==> config.mk <==
export PLATFORM = sky130hd
export DESIGN_NAME = addr_seq_cmd_decoder
export DESIGN_NICKNAME = d
export VERILOG_FILES = /design/src/rtl/asc_pkg.sv /design/src/rtl/asc_ce_edge.sv /design/src/rtl/asc_seq_track.sv /design/src/rtl/asc_cmd_dec.sv /design/src/rtl/addr_seq_cmd_decoder.sv
export SDC_FILE = /design/constraint.sdc
export NUM_CORES = 1
export LEC_CHECK = 0
export CORE_AREA = 10 10 62 64
export CTS_BUF_LIST = sky130_fd_sc_hd__clkbuf_16
export DETAILED_ROUTE_END_ITERATION = 10
export DIE_AREA = 0 0 72 74
export GPL_TIMING_DRIVEN = 0
export SLEW_MARGIN = 10
export SYNTH_ARGS = -nofsm -noshare
export SYNTH_HDL_FRONTEND = slang
export SYNTH_SLANG_ARGS = --single-unit
export TNS_END_PERCENT = 1
==> constraint.sdc <==
create_clock -name clk_i -period 2.4 [get_ports clk_i]
set_input_delay 0.6 -clock clk_i [delete_from_list [all_inputs] [get_ports clk_i]]
set_output_delay 0.6 -clock clk_i [all_outputs]
set_load 0.02 [all_outputs]
==> src/rtl/asc_pkg.sv <==
package asc_pkg;
  localparam int ADDR_W     = 16;
  localparam int PREFIX_LEN = 5;
  localparam int NUM_CMD    = 7;

  function automatic logic [ADDR_W-1:0] prefix_addr(input int idx);
    case (idx)
      0:       return 16'h4E38;
      1:       return 16'hB1C7;
      2:       return 16'h83E0;
      3:       return 16'h7C1F;
      4:       return 16'h703F;
      default: return 16'h0000;
    endcase
  endfunction

  // index equals cmd_o bit position
  function automatic logic [ADDR_W-1:0] cmd_addr(input int idx);
    case (idx)
      0:       return 16'h8FC0;
      1:       return 16'h4C63;
      2:       return 16'h8B45;
      3:       return 16'h4B46;
      4:       return 16'h0D30;
      5:       return 16'h4D30;
      6:       return 16'h2D30;
      default: return 16'h0000;
    endcase
  endfunction
endpackage

==> src/rtl/asc_ce_edge.sv <==
module asc_ce_edge (
  input  logic clk_i,
  input  logic rst_ni,
  input  logic ce_n_i,
  output logic fall_o
);
  logic ce_n_q;

  // reset to low: a chip enable held low out of reset is not an edge
  always_ff @(posedge clk_i or negedge rst_ni) begin
    if (!rst_ni) ce_n_q <= 1'b0;
    else         ce_n_q <= ce_n_i;
  end

  assign fall_o = ce_n_q & ~ce_n_i;
endmodule

==> src/rtl/asc_seq_track.sv <==
module asc_seq_track #(
  parameter int CMP_W      = asc_pkg::ADDR_W,
  parameter int PREFIX_LEN = asc_pkg::PREFIX_LEN
) (
  input  logic             clk_i,
  input  logic             rst_ni,
  input  logic             access_i,
  input  logic             read_i,
  input  logic             busy_i,
  input  logic [CMP_W-1:0] addr_i,
  output logic             done_o
);
  localparam int ST_W = $clog2(PREFIX_LEN + 1);

  logic [ST_W-1:0]     st_q, st_d;
  logic [PREFIX_LEN:0] match;

  for (genvar i = 0; i < PREFIX_LEN; i++) begin : g_match
    assign match[i] = (addr_i == asc_pkg::prefix_addr(i));
  end
  assign match[PREFIX_LEN] = 1'b0;

  always_comb begin
    st_d = st_q;
    if (busy_i) begin
      st_d = '0;
    end else if (access_i) begin
      if (!read_i)             st_d = '0;
      else if (match[st_q])    st_d = st_q + 1'b1;
      else if (match[0])       st_d = ST_W'(1);
      else                     st_d = '0;
    end
  end

  always_ff @(posedge clk_i or negedge rst_ni) begin
    if (!rst_ni) st_q <= '0;
    else         st_q <= st_d;
  end

  assign done_o = (st_q == ST_W'(PREFIX_LEN));
endmodule

==> src/rtl/asc_cmd_dec.sv <==
module asc_cmd_dec #(
  parameter int CMP_W   = asc_pkg::ADDR_W,
  parameter int NUM_CMD = asc_pkg::NUM_CMD
) (
  input  logic [CMP_W-1:0]   addr_i,
  output logic [NUM_CMD-1:0] hit_o
);
  for (genvar c = 0; c < NUM_CMD; c++) begin : g_cmd
    assign hit_o[c] = (addr_i == asc_pkg::cmd_addr(c));
  end
endmodule

==> src/rtl/addr_seq_cmd_decoder.sv <==
module addr_seq_cmd_decoder #(
  parameter int CMP_W   = asc_pkg::ADDR_W,
  parameter int NUM_CMD = asc_pkg::NUM_CMD
) (
  input  logic               clk_i,
  input  logic               rst_ni,
  input  logic               ce_n_i,
  input  logic               we_n_i,
  input  logic [CMP_W-1:0]   addr_i,
  input  logic               busy_i,
  output logic [NUM_CMD-1:0] cmd_o
);
  logic               ce_fall, access, done;
  logic [NUM_CMD-1:0] hit, cmd_d, cmd_q;

  asc_ce_edge u_edge (
    .clk_i  (clk_i),
    .rst_ni (rst_ni),
    .ce_n_i (ce_n_i),
    .fall_o (ce_fall)
  );

  assign access = ce_fall & ~busy_i;

  asc_seq_track #(.CMP_W(CMP_W), .PREFIX_LEN(asc_pkg::PREFIX_LEN)) u_seq (
    .clk_i    (clk_i),
    .rst_ni   (rst_ni),
    .access_i (access),
    .read_i   (we_n_i),
    .busy_i   (busy_i),
    .addr_i   (addr_i),
    .done_o   (done)
  );

  asc_cmd_dec #(.CMP_W(CMP_W), .NUM_CMD(NUM_CMD)) u_dec (
    .addr_i (addr_i),
    .hit_o  (hit)
  );

  assign cmd_d = (access && we_n_i && done) ? hit : '0;

  always_ff @(posedge clk_i or negedge rst_ni) begin
    if (!rst_ni) cmd_q <= '0;
    else         cmd_q <= cmd_d;
  end

  assign cmd_o = cmd_q;
endmodule

==> results of run 1 <==
power groups by stage:
| stage | Sequential [W] | Clock (W) | Combinational [W] |
|---|---|---|---|
| 5_1_grt | 0.000188 | 0.000305 | 0.0000821 |
| 4_1_cts | 0.000188 | 0.000293 | 0.0000675 |
| 3_3_place_gp | 0.000190 | 0 | 0.0000678 |
| 3_5_place_dp | 0.000190 | 0 | 0.0000685 |
| 2_1_floorplan | 0.000190 | 0 | 0.0000165 |
| 6_report | 0.000188 | 0.000290 | 0.0000762 |
synth_stat cells, drive strengths merged (2+ instances only):
cell    count  area [um2]
nor3b       2        15.0
nor2b       4        25.0
ha          2        25.0
or3         2        17.5
nor3        9        45.0
o31ai       2        28.8
nor4bb      3        30.0
nand3       6        30.0
nor4        3        18.8
inv         2        7.51
o21ai       2        10.0
nand4b      2        17.5
nand2       6        22.5
nand3b      2        15.0
nor2        9        33.8
dfrtp      11         275
nand4       2        12.5
sequential cells by signal (all words and copies together) (netlist names):
| signal | count |
|---|---|
| u_edge.ce_n_q | 1 |
| u_seq.st_q | 3 |
| cmd_o | 7 |
through the flow:
| stage | worst slack [ns] | cells | hold slack, ns |
|---|---|---|---|
| after floorplan | 0.304 | 83 | 0.304 |
| after global placement | -0.386 | 141 | 0.589 |
| after detailed placement | -0.370 | 141 | 0.607 |
| after CTS | -0.0440 | 146 | 0.631 |
| after global routing | -0.0255 | 149 | 0.696 |
| final | 0.0486 | 149 | 0.638 |
repair_timing:
action                                  4_1_cts  5_1_grt
gates resized for setup                      11       17
gates cloned                                  0        0
pin swaps                                     1        6
endpoints found under the setup margin        4        5
hold buffers                                  0        0
buffers inserted                              1        3
final timing paths:
kind	from	endpoint	slack, ns	depth (start not counted)
worst max register to register	u_seq.st_q[0]	u_seq.st_q[0]	0.36	5
max in group asynchronous	rst_ni	cmd_o[6]	1.40	1
min in group asynchronous	rst_ni	u_seq.st_q[2]	0.69	1
worst max-delay path	addr_i[15]	u_seq.st_q[0]	0.05	7
worst min register to register	u_seq.st_q[2]	u_seq.st_q[2]	0.64	2
worst min-delay path	u_seq.st_q[2]	u_seq.st_q[2]	0.64	2
worst max-delay path: stages:
cell             delay [ns]
clkdlybuf4s50_1        0.43
nand2b_4               0.16
or3_4                  0.40
o31ai_4                0.23
a41oi_2                0.08
o31a_1                 0.31
a221o_1                0.25
per-layer routing:
metal / vias up / wire, um / track usage (%)
met5: - / 0 / 0
met3: 5 / 117 / 2.39
li1: 389 / - / -
met1: 380 / 1020 / 9.81
met4: 0 / 40 / 3.87
met2: 24 / 1150 / 13.5
layout make-up:
class                   instances  area [um2]  area share, %
multi-input cells              70         559           44.3
clock inverters                 1        3.75          0.297
clock buffers                   3        75.1           5.94
inverters                       2        7.51          0.594
well taps                      31        38.8           3.07
repair buffers                 31         304           24.1
flip-flops and latches         11         275           21.8
kinds of logic (layout without fill, tap and decap cells):
| family | after synthesis | in the layout |
|---|---|---|
| and+or+nand+nor | 58 | 58 |
| DFF | 11 | 11 |
| AOI/OAI and AO/OA | 10 | 10 |
| adders and majority gates | 2 | 2 |
| buffers and inverters | 2 | 37 |
==> key figures, run 1 <==
Final layout
  – Post-route core utilization: roughly 47%
  – Fillers: 268
  – N_diodes: 0
  – Most frequent standard cell in the layout excluding fill and tap cells: clkdlybuf4s50_1
  – Final net count: between 100 and 150
  – Signed area change from the synthesized netlist to the final layout: 68.1%
  – Layout cell share with drive strength beyond 1: about a fifth
  – Cell area after layout: approximately 1300 um2
  – Top library cells by usage in the layout, fill and taps aside: 15 x clkdlybuf4s50_1, 11 x dfrtp_1, 9 x nor2_1

Worst setup path
  – Crit end category: register
  – Critical Path Fanout Max: 4
  – Critical path data required time: 2.52 ns
  – Critical path arrival: about 2.5 ns
  – Startpoint kind of the worst setup timing path: input port
  – Worst Path Class, Setup: input port to register

Floorplan
  – Die Wd: roughly 72 um
  – Floorplan die height: roughly 74 um
  – Die area: around 5300 um2
  – Number of placement rows: 19
  – Core Footprint: about 2700 um2
  – Initial Util: between 20% and 30%
  – I/O pins: 28

Timing
  – Actual slew at the worst max-slew pin: about 0.45 ns
  – Total Negative Setup Slacks: 0 ns
  – Final slew viol count: 0
  – Clock tree skew after final layout: approximately 0.0024 ns
  – Final cycle utilization of the critical path: about 98%
  – Number of endpoints with negative hold slack in the final report: 0
  – RSZ-0062 raised after global routing: yes
  – Tmin final: about 2.4 ns
  – Maximum operating frequency: ~0.43 GHz
  – Worst relative slew slack: a little over two thirds
  – Total of endpoints with negative setup slack in the final report: 0

Power and ir drop
  – Part of the total power dissipated in sequential elements: roughly a third
  – Share of total power in combinational logic: 13.8%
  – Post-layout total power: about 0.00055 W
  – Clock share of power: between 50% and 60%
  – Internal portion of total power: approximately 0.00044 W
  – Power density of the placed cells: ~440 nW/um2
  – Switching part of the total power: 19.7%
  – Leak Pwr: 0.537 nW
  – Switching power of the nets: between 0.0001 and 0.00015 W
  – Worst supply voltage drop on vdd: ~0.36 mV

Yosys
  – Simple logic cell fraction of the synthesized area: roughly 46%
  – Count of distinct cell types in the synthesized netlist: 33
  – Synth Area in Compound Gates: about an eighth
  – Synth Net Count: between 100 and 150
  – Mapped Cells: 83
  – Asr flop ratio synth: 100%
  – Xor-xnor portion of the synthesized cell area: 0%
  – Number of warnings issued by yosys: 0
  – Average footprint of a synthesized cell: between 9 and 10 um2
  – Area share of fa/ha/maj cells after synthesis: between 3 and 4%
  – Mux share of post-synthesis cell area: 0%
  – Sequential-to-total area share from yosys stat: between 30% and 40%
  – Synthesized cell area: 752 um2
  – Count of flip-flops with a built-in enable after synthesis: 0
  – Dominant combinational cell family by area after synthesis: simple AND/OR/NAND/NOR gates
  – Synth Register Bits: 11
  – Main synth FF type: dfrtp_1

Global route
  – Aggregate global routing overflow: 0
  – Via count of the first global-routing pass: a little under 800
  – Antenna violations before repair: 0
  – Wire length of the first global-routing pass: 3630 um
  – Pin count of the biggest net entering global routing: 12
  – Total Routing Usage GR: between 8 and 9%

Routing
  – First-pass iteration count of the detailed router: 4
  – Post-DR wirelength/cell: around 16 um
  – Post-detailed-route count of antenna-violating nets: 0
  – Via Count: between 700 and 800
  – DR vias/cell: roughly 5.4
  – Detailed-route DRC error count: 0
  – DRT Wirelength: between 2000 and 2500 um
  – DRC violation total after the first TritonRoute iteration: 47

Place
  – Total cell area at the placement stage: ~1100 um2
  – Half-perimeter wire length after placement: around 1800 um
  – Placer's final routability congestion estimate: between 0.8 and 0.9
  – # port buffers: 27

Job
  – Maximum Capacitance Violations: 0

Run status
  – Status: finished, final reports clean

CTS
  – Clock tree root buffer cell: clkbuf_16
  – Clock latency on the worst-skew pair: 0.23 ns
  – Number of levels in the clock H-tree: 1
  – CTS tree: built
  – Number of clock sinks seen by CTS: 11
  – Buffers from clock root to sink, at most: 2
  – Clock transition at the registers of the reported paths: roughly 0.04 ns
  – CTS buffer count: 3

Worst hold path
  – Worst Hold Class: register to register
Note: power is estimated with default switching activity, not from simulation.
==> run 2, diff against run 1 <==
--- a/config.mk
+++ b/config.mk
@@ -10,6 +10,7 @@
 export DETAILED_ROUTE_END_ITERATION = 10
 export DIE_AREA = 0 0 72 74
 export GPL_TIMING_DRIVEN = 0
+export SKIP_CTS_REPAIR_TIMING = 1
 export SLEW_MARGIN = 10
 export SYNTH_ARGS = -nofsm -noshare
 export SYNTH_HDL_FRONTEND = slang
==> run 2 against run 1 <==
Cell count stayed put. Clock skew is 0.00051 ns higher. Maximum frequency is 0.45% lower. Die area stayed put. Sequential share of layout area is 0.38 points lower. Final area is 1.8% higher. Wire length is 3.1% lower. Critical path type unchanged. Largest cell class unchanged. Highest routed layer unchanged.
==> key figures, run 2 (synthesis results as in run 1) <==
CTS
  – Number of clock sinks seen by CTS: 11 (unchanged)
  – CTS buffer count: 3 (unchanged)
  – Clock tree root buffer cell: clkbuf_16 (unchanged)
  – Clock latency on the worst-skew pair: 0.23 ns (about the same)
  – Number of levels in the clock H-tree: 1 (unchanged)
  – CTS tree: built (unchanged)
  – Clock transition at the registers of the reported paths: 0.04 ns (about the same)
  – Buffers from clock root to sink, at most: 2 (unchanged)

Place
  – Post-place setup slack: -0.370 ns (unchanged)
  – Placer's final routability congestion estimate: 0.854 (unchanged)
  – # port buffers: 27 (unchanged)
  – Count of placed standard cells including taps: 141 (unchanged)
  – Half-perimeter wire length after placement: 1840 um (unchanged)

Floorplan
  – I/O pins: 28 (unchanged)
  – Initial Util: 28.2% (unchanged)
  – Core Footprint: 2660 um2 (unchanged)
  – Die Wd: 72 um (unchanged)
  – Die area: 5330 um2 (unchanged)
  – Number of placement rows: 19 (unchanged)
  – Floorplan die height: 74 um (unchanged)

Worst setup path
  – Launch point of the worst path: addr_i[15] (unchanged)
  – Critical path data required time: 2.51 ns (was 2.52 ns)
  – Worst Path Buf+Inv: 1 (unchanged)
  – Worst Path Class, Setup: input port to register (unchanged)
  – Start of the worst register-to-register path: u_seq.st_q[0] (unchanged)
  – Worst stage delay on the critical path: 0.44 ns (was 0.43 ns)
  – Destination of the worst register-to-register timing path: u_seq.st_q[0] (unchanged)
  – Startpoint kind of the worst setup timing path: input port (unchanged)
  – Crit path cell chain: clkdlybuf4s50_1 -> nand2b_4 -> or3_4 -> o31ai_4 -> a41oi_2 -> o31a_1 -> a221o_1 (unchanged)
  – Critical path arrival: 2.48 ns (was 2.47 ns)
  – Critical Path Fanout Max: 4 (unchanged)
  – Crit end category: register (unchanged)
  – Slack of the worst reg-to-reg path: 0.39 ns (was 0.36 ns)
  – Cell family with most CP delay: compound AO/OA/AOI/OAI gates (unchanged)
  – Path depth of the worst reg2reg path: 5 (unchanged)
  – Slowest stage cell, crit path: clkdlybuf4s50_1 (unchanged)

Timing
  – Total of endpoints with negative setup slack in the final report: 0 (unchanged)
  – WHS: 0.629 ns (was 0.638 ns)
  – Setup ws final: 0.0379 ns (was 0.0486 ns)
  – Total Negative Setup Slacks: 0 ns (unchanged)
  – RSZ-0062 raised after global routing: yes (unchanged)
  – Tmin final: 2.36 ns (was 2.35 ns)
  – Final cycle utilization of the critical path: 98.4% (was 98.0%)
  – Maximum operating frequency: 0.423 GHz (was 0.425 GHz)
  – Clock tree skew after final layout: 0.00291 ns (was 0.00239 ns)
  – Actual slew at the worst max-slew pin: 0.455 ns (was 0.454 ns)
  – Final slew viol count: 0 (unchanged)
  – Worst relative slew slack: 69.6% (was 69.7%)
  – Number of endpoints with negative hold slack in the final report: 0 (unchanged)

Global route
  – Via count of the first global-routing pass: 751 (was 791)
  – Pin count of the biggest net entering global routing: 12 (unchanged)
  – Aggregate global routing overflow: 0 (unchanged)
  – Antenna violations before repair: 0 (unchanged)
  – Wire length of the first global-routing pass: 3420 um (was 3630 um)
  – Total Routing Usage GR: 7.81% (was 8.28%)

Routing
  – Metal-1 WL: 1000 um (was 1020 um)
  – DRT Wirelength: 2260 um (was 2330 um)
  – Met2 wirelength from detailed routing: 1120 um (was 1150 um)
  – Routed length on met3: 102 um (was 117 um)
  – First-pass iteration count of the detailed router: 4 (unchanged)
  – DR vias/cell: 5.21 (was 5.36)
  – Post-DR wirelength/cell: 15.1 um (was 15.6 um)
  – Post-detailed-route count of antenna-violating nets: 0 (unchanged)
  – Detailed-route DRC error count: 0 (unchanged)
  – Via Count: 777 (was 798)
  – DRC violation total after the first TritonRoute iteration: 36 (was 47)
  – Highest metal layer with signal wires: met4 (unchanged)

Final layout
  – Layout cell share with drive strength beyond 1: 18.6% (unchanged)
  – Signed area change from the synthesized netlist to the final layout: 71.0% (was 68.1%)
  – Non-filler cells in the finished layout: 149 (unchanged)
  – Most frequent standard cell in the layout excluding fill and tap cells: clkdlybuf4s50_1 (unchanged)
  – Final net count: 142 (unchanged)
  – Fillers: 261 (was 268)
  – Area occupied by multi-input gates: 556 um2 (was 559 um2)
  – N_diodes: 0 (unchanged)
  – Top library cells by usage in the layout, fill and taps aside: 15 x clkdlybuf4s50_1, 12 x dlymetal6s2s_1, 11 x dfrtp_1 (was 15 x clkdlybuf4s50_1, 11 x dfrtp_1, 9 x nor2_1)
  – Largest register FFs: 7 (unchanged)
  – Storage cell area: 275 um2 (unchanged)

Power and ir drop
  – Clock share of power: 52.1% (was 52.3%)
  – Internal portion of total power: 0.000446 W (was 0.000444 W)
  – Part of the total power dissipated in sequential elements: 33.9% (about the same)
  – Worst supply voltage drop on vdd: 0.360 mV (was 0.362 mV)
  – Power density of the placed cells: 431 nW/um2 (was 438 nW/um2)
  – Share of total power in combinational logic: 14.0% (was 13.8%)
  – Post-layout total power: 0.000554 W (was 0.000553 W)
  – Leak Pwr: 0.588 nW (was 0.537 nW)
  – Switching power of the nets: 0.000108 W (was 0.000109 W)
  – Switching part of the total power: 19.4% (was 19.7%)

Run status
  – Status: finished, final reports clean (unchanged)

Worst hold path
  – Worst Hold Class: register to register (unchanged)
  – Worst hold path startpoint: u_seq.st_q[2] (unchanged)
  – WHS Path Cells: 2 (unchanged)
  – Capture endpoint of the worst hold path: u_seq.st_q[2] (unchanged)

Job
  – Maximum Capacitance Violations: 0 (unchanged)
## run 2: per-stage QoR
stage | utilization [%] | instance area [um2]
after global placement | 39.8 | 1060
after detailed placement | 39.8 | 1060
after floorplan | - | 752
after global routing | 48.3 | 1290
after CTS | 42.8 | 1140
final | 48.3 | 1290
## run 2: worst reg2reg max path: cells and delay by family (launching register included)
family	cells	cell delay, ns
flops	1	0.48
simple gates	1	0.57
compound gates	4	0.84
## run 2: worst max-delay path by stage
stage	cells after the start	end	slack, ns
finish	7	u_seq.st_q[0]	0.04
global route	7	u_seq.st_q[0]	-0.009
CTS	7	u_seq.st_q[2]	-0.14
detailed placement	7	u_seq.st_q[2]	-0.37
global placement	7	cmd_o[6]	-0.39
floorplan	6	u_seq.st_q[0]	0.30
## run 2: final cells by class
type | count | area share [%]
Multi-Input combinational cell | 70 | 43.2
Sequential cell | 11 | 21.4
Clock inverter | 1 | 0.292
Clock buffer | 3 | 5.84
Inverter | 2 | 0.584
Tap cell | 31 | 3.02
Timing Repair Buffer | 31 | 25.7
## run 2: routing by layer
layer	GRT usage [%]	vias to the layer above
met4	3.87	0
met3	2.39	2
met1	9.51	365
met5	0	-
met2	12.3	19
li1	-	391
## run 2: power by group through the flow
| stage | clock network, W | registers, W | logic (W) |
|---|---|---|---|
| global placement | 0 | 0.000190 | 0.0000678 |
| CTS | 0.000293 | 0.000188 | 0.0000688 |
| detailed placement | 0 | 0.000190 | 0.0000685 |
| finish | 0.000289 | 0.000188 | 0.0000778 |
| floorplan | 0 | 0.000190 | 0.0000165 |
| global route | 0.000305 | 0.000188 | 0.0000836 |
==> run 3, diff against run 2 <==
--- a/config.mk
+++ b/config.mk
@@ -5,6 +5,7 @@
 export SDC_FILE = /design/constraint.sdc
 export NUM_CORES = 1
 export LEC_CHECK = 0
+export ABC_CLOCK_PERIOD_IN_PS = 2400
 export CORE_AREA = 10 10 62 64
 export CTS_BUF_LIST = sky130_fd_sc_hd__clkbuf_16
 export DETAILED_ROUTE_END_ITERATION = 10
==> results of run 3 <==
The final DEF is identical to that of run 2; final timing and power are the same.
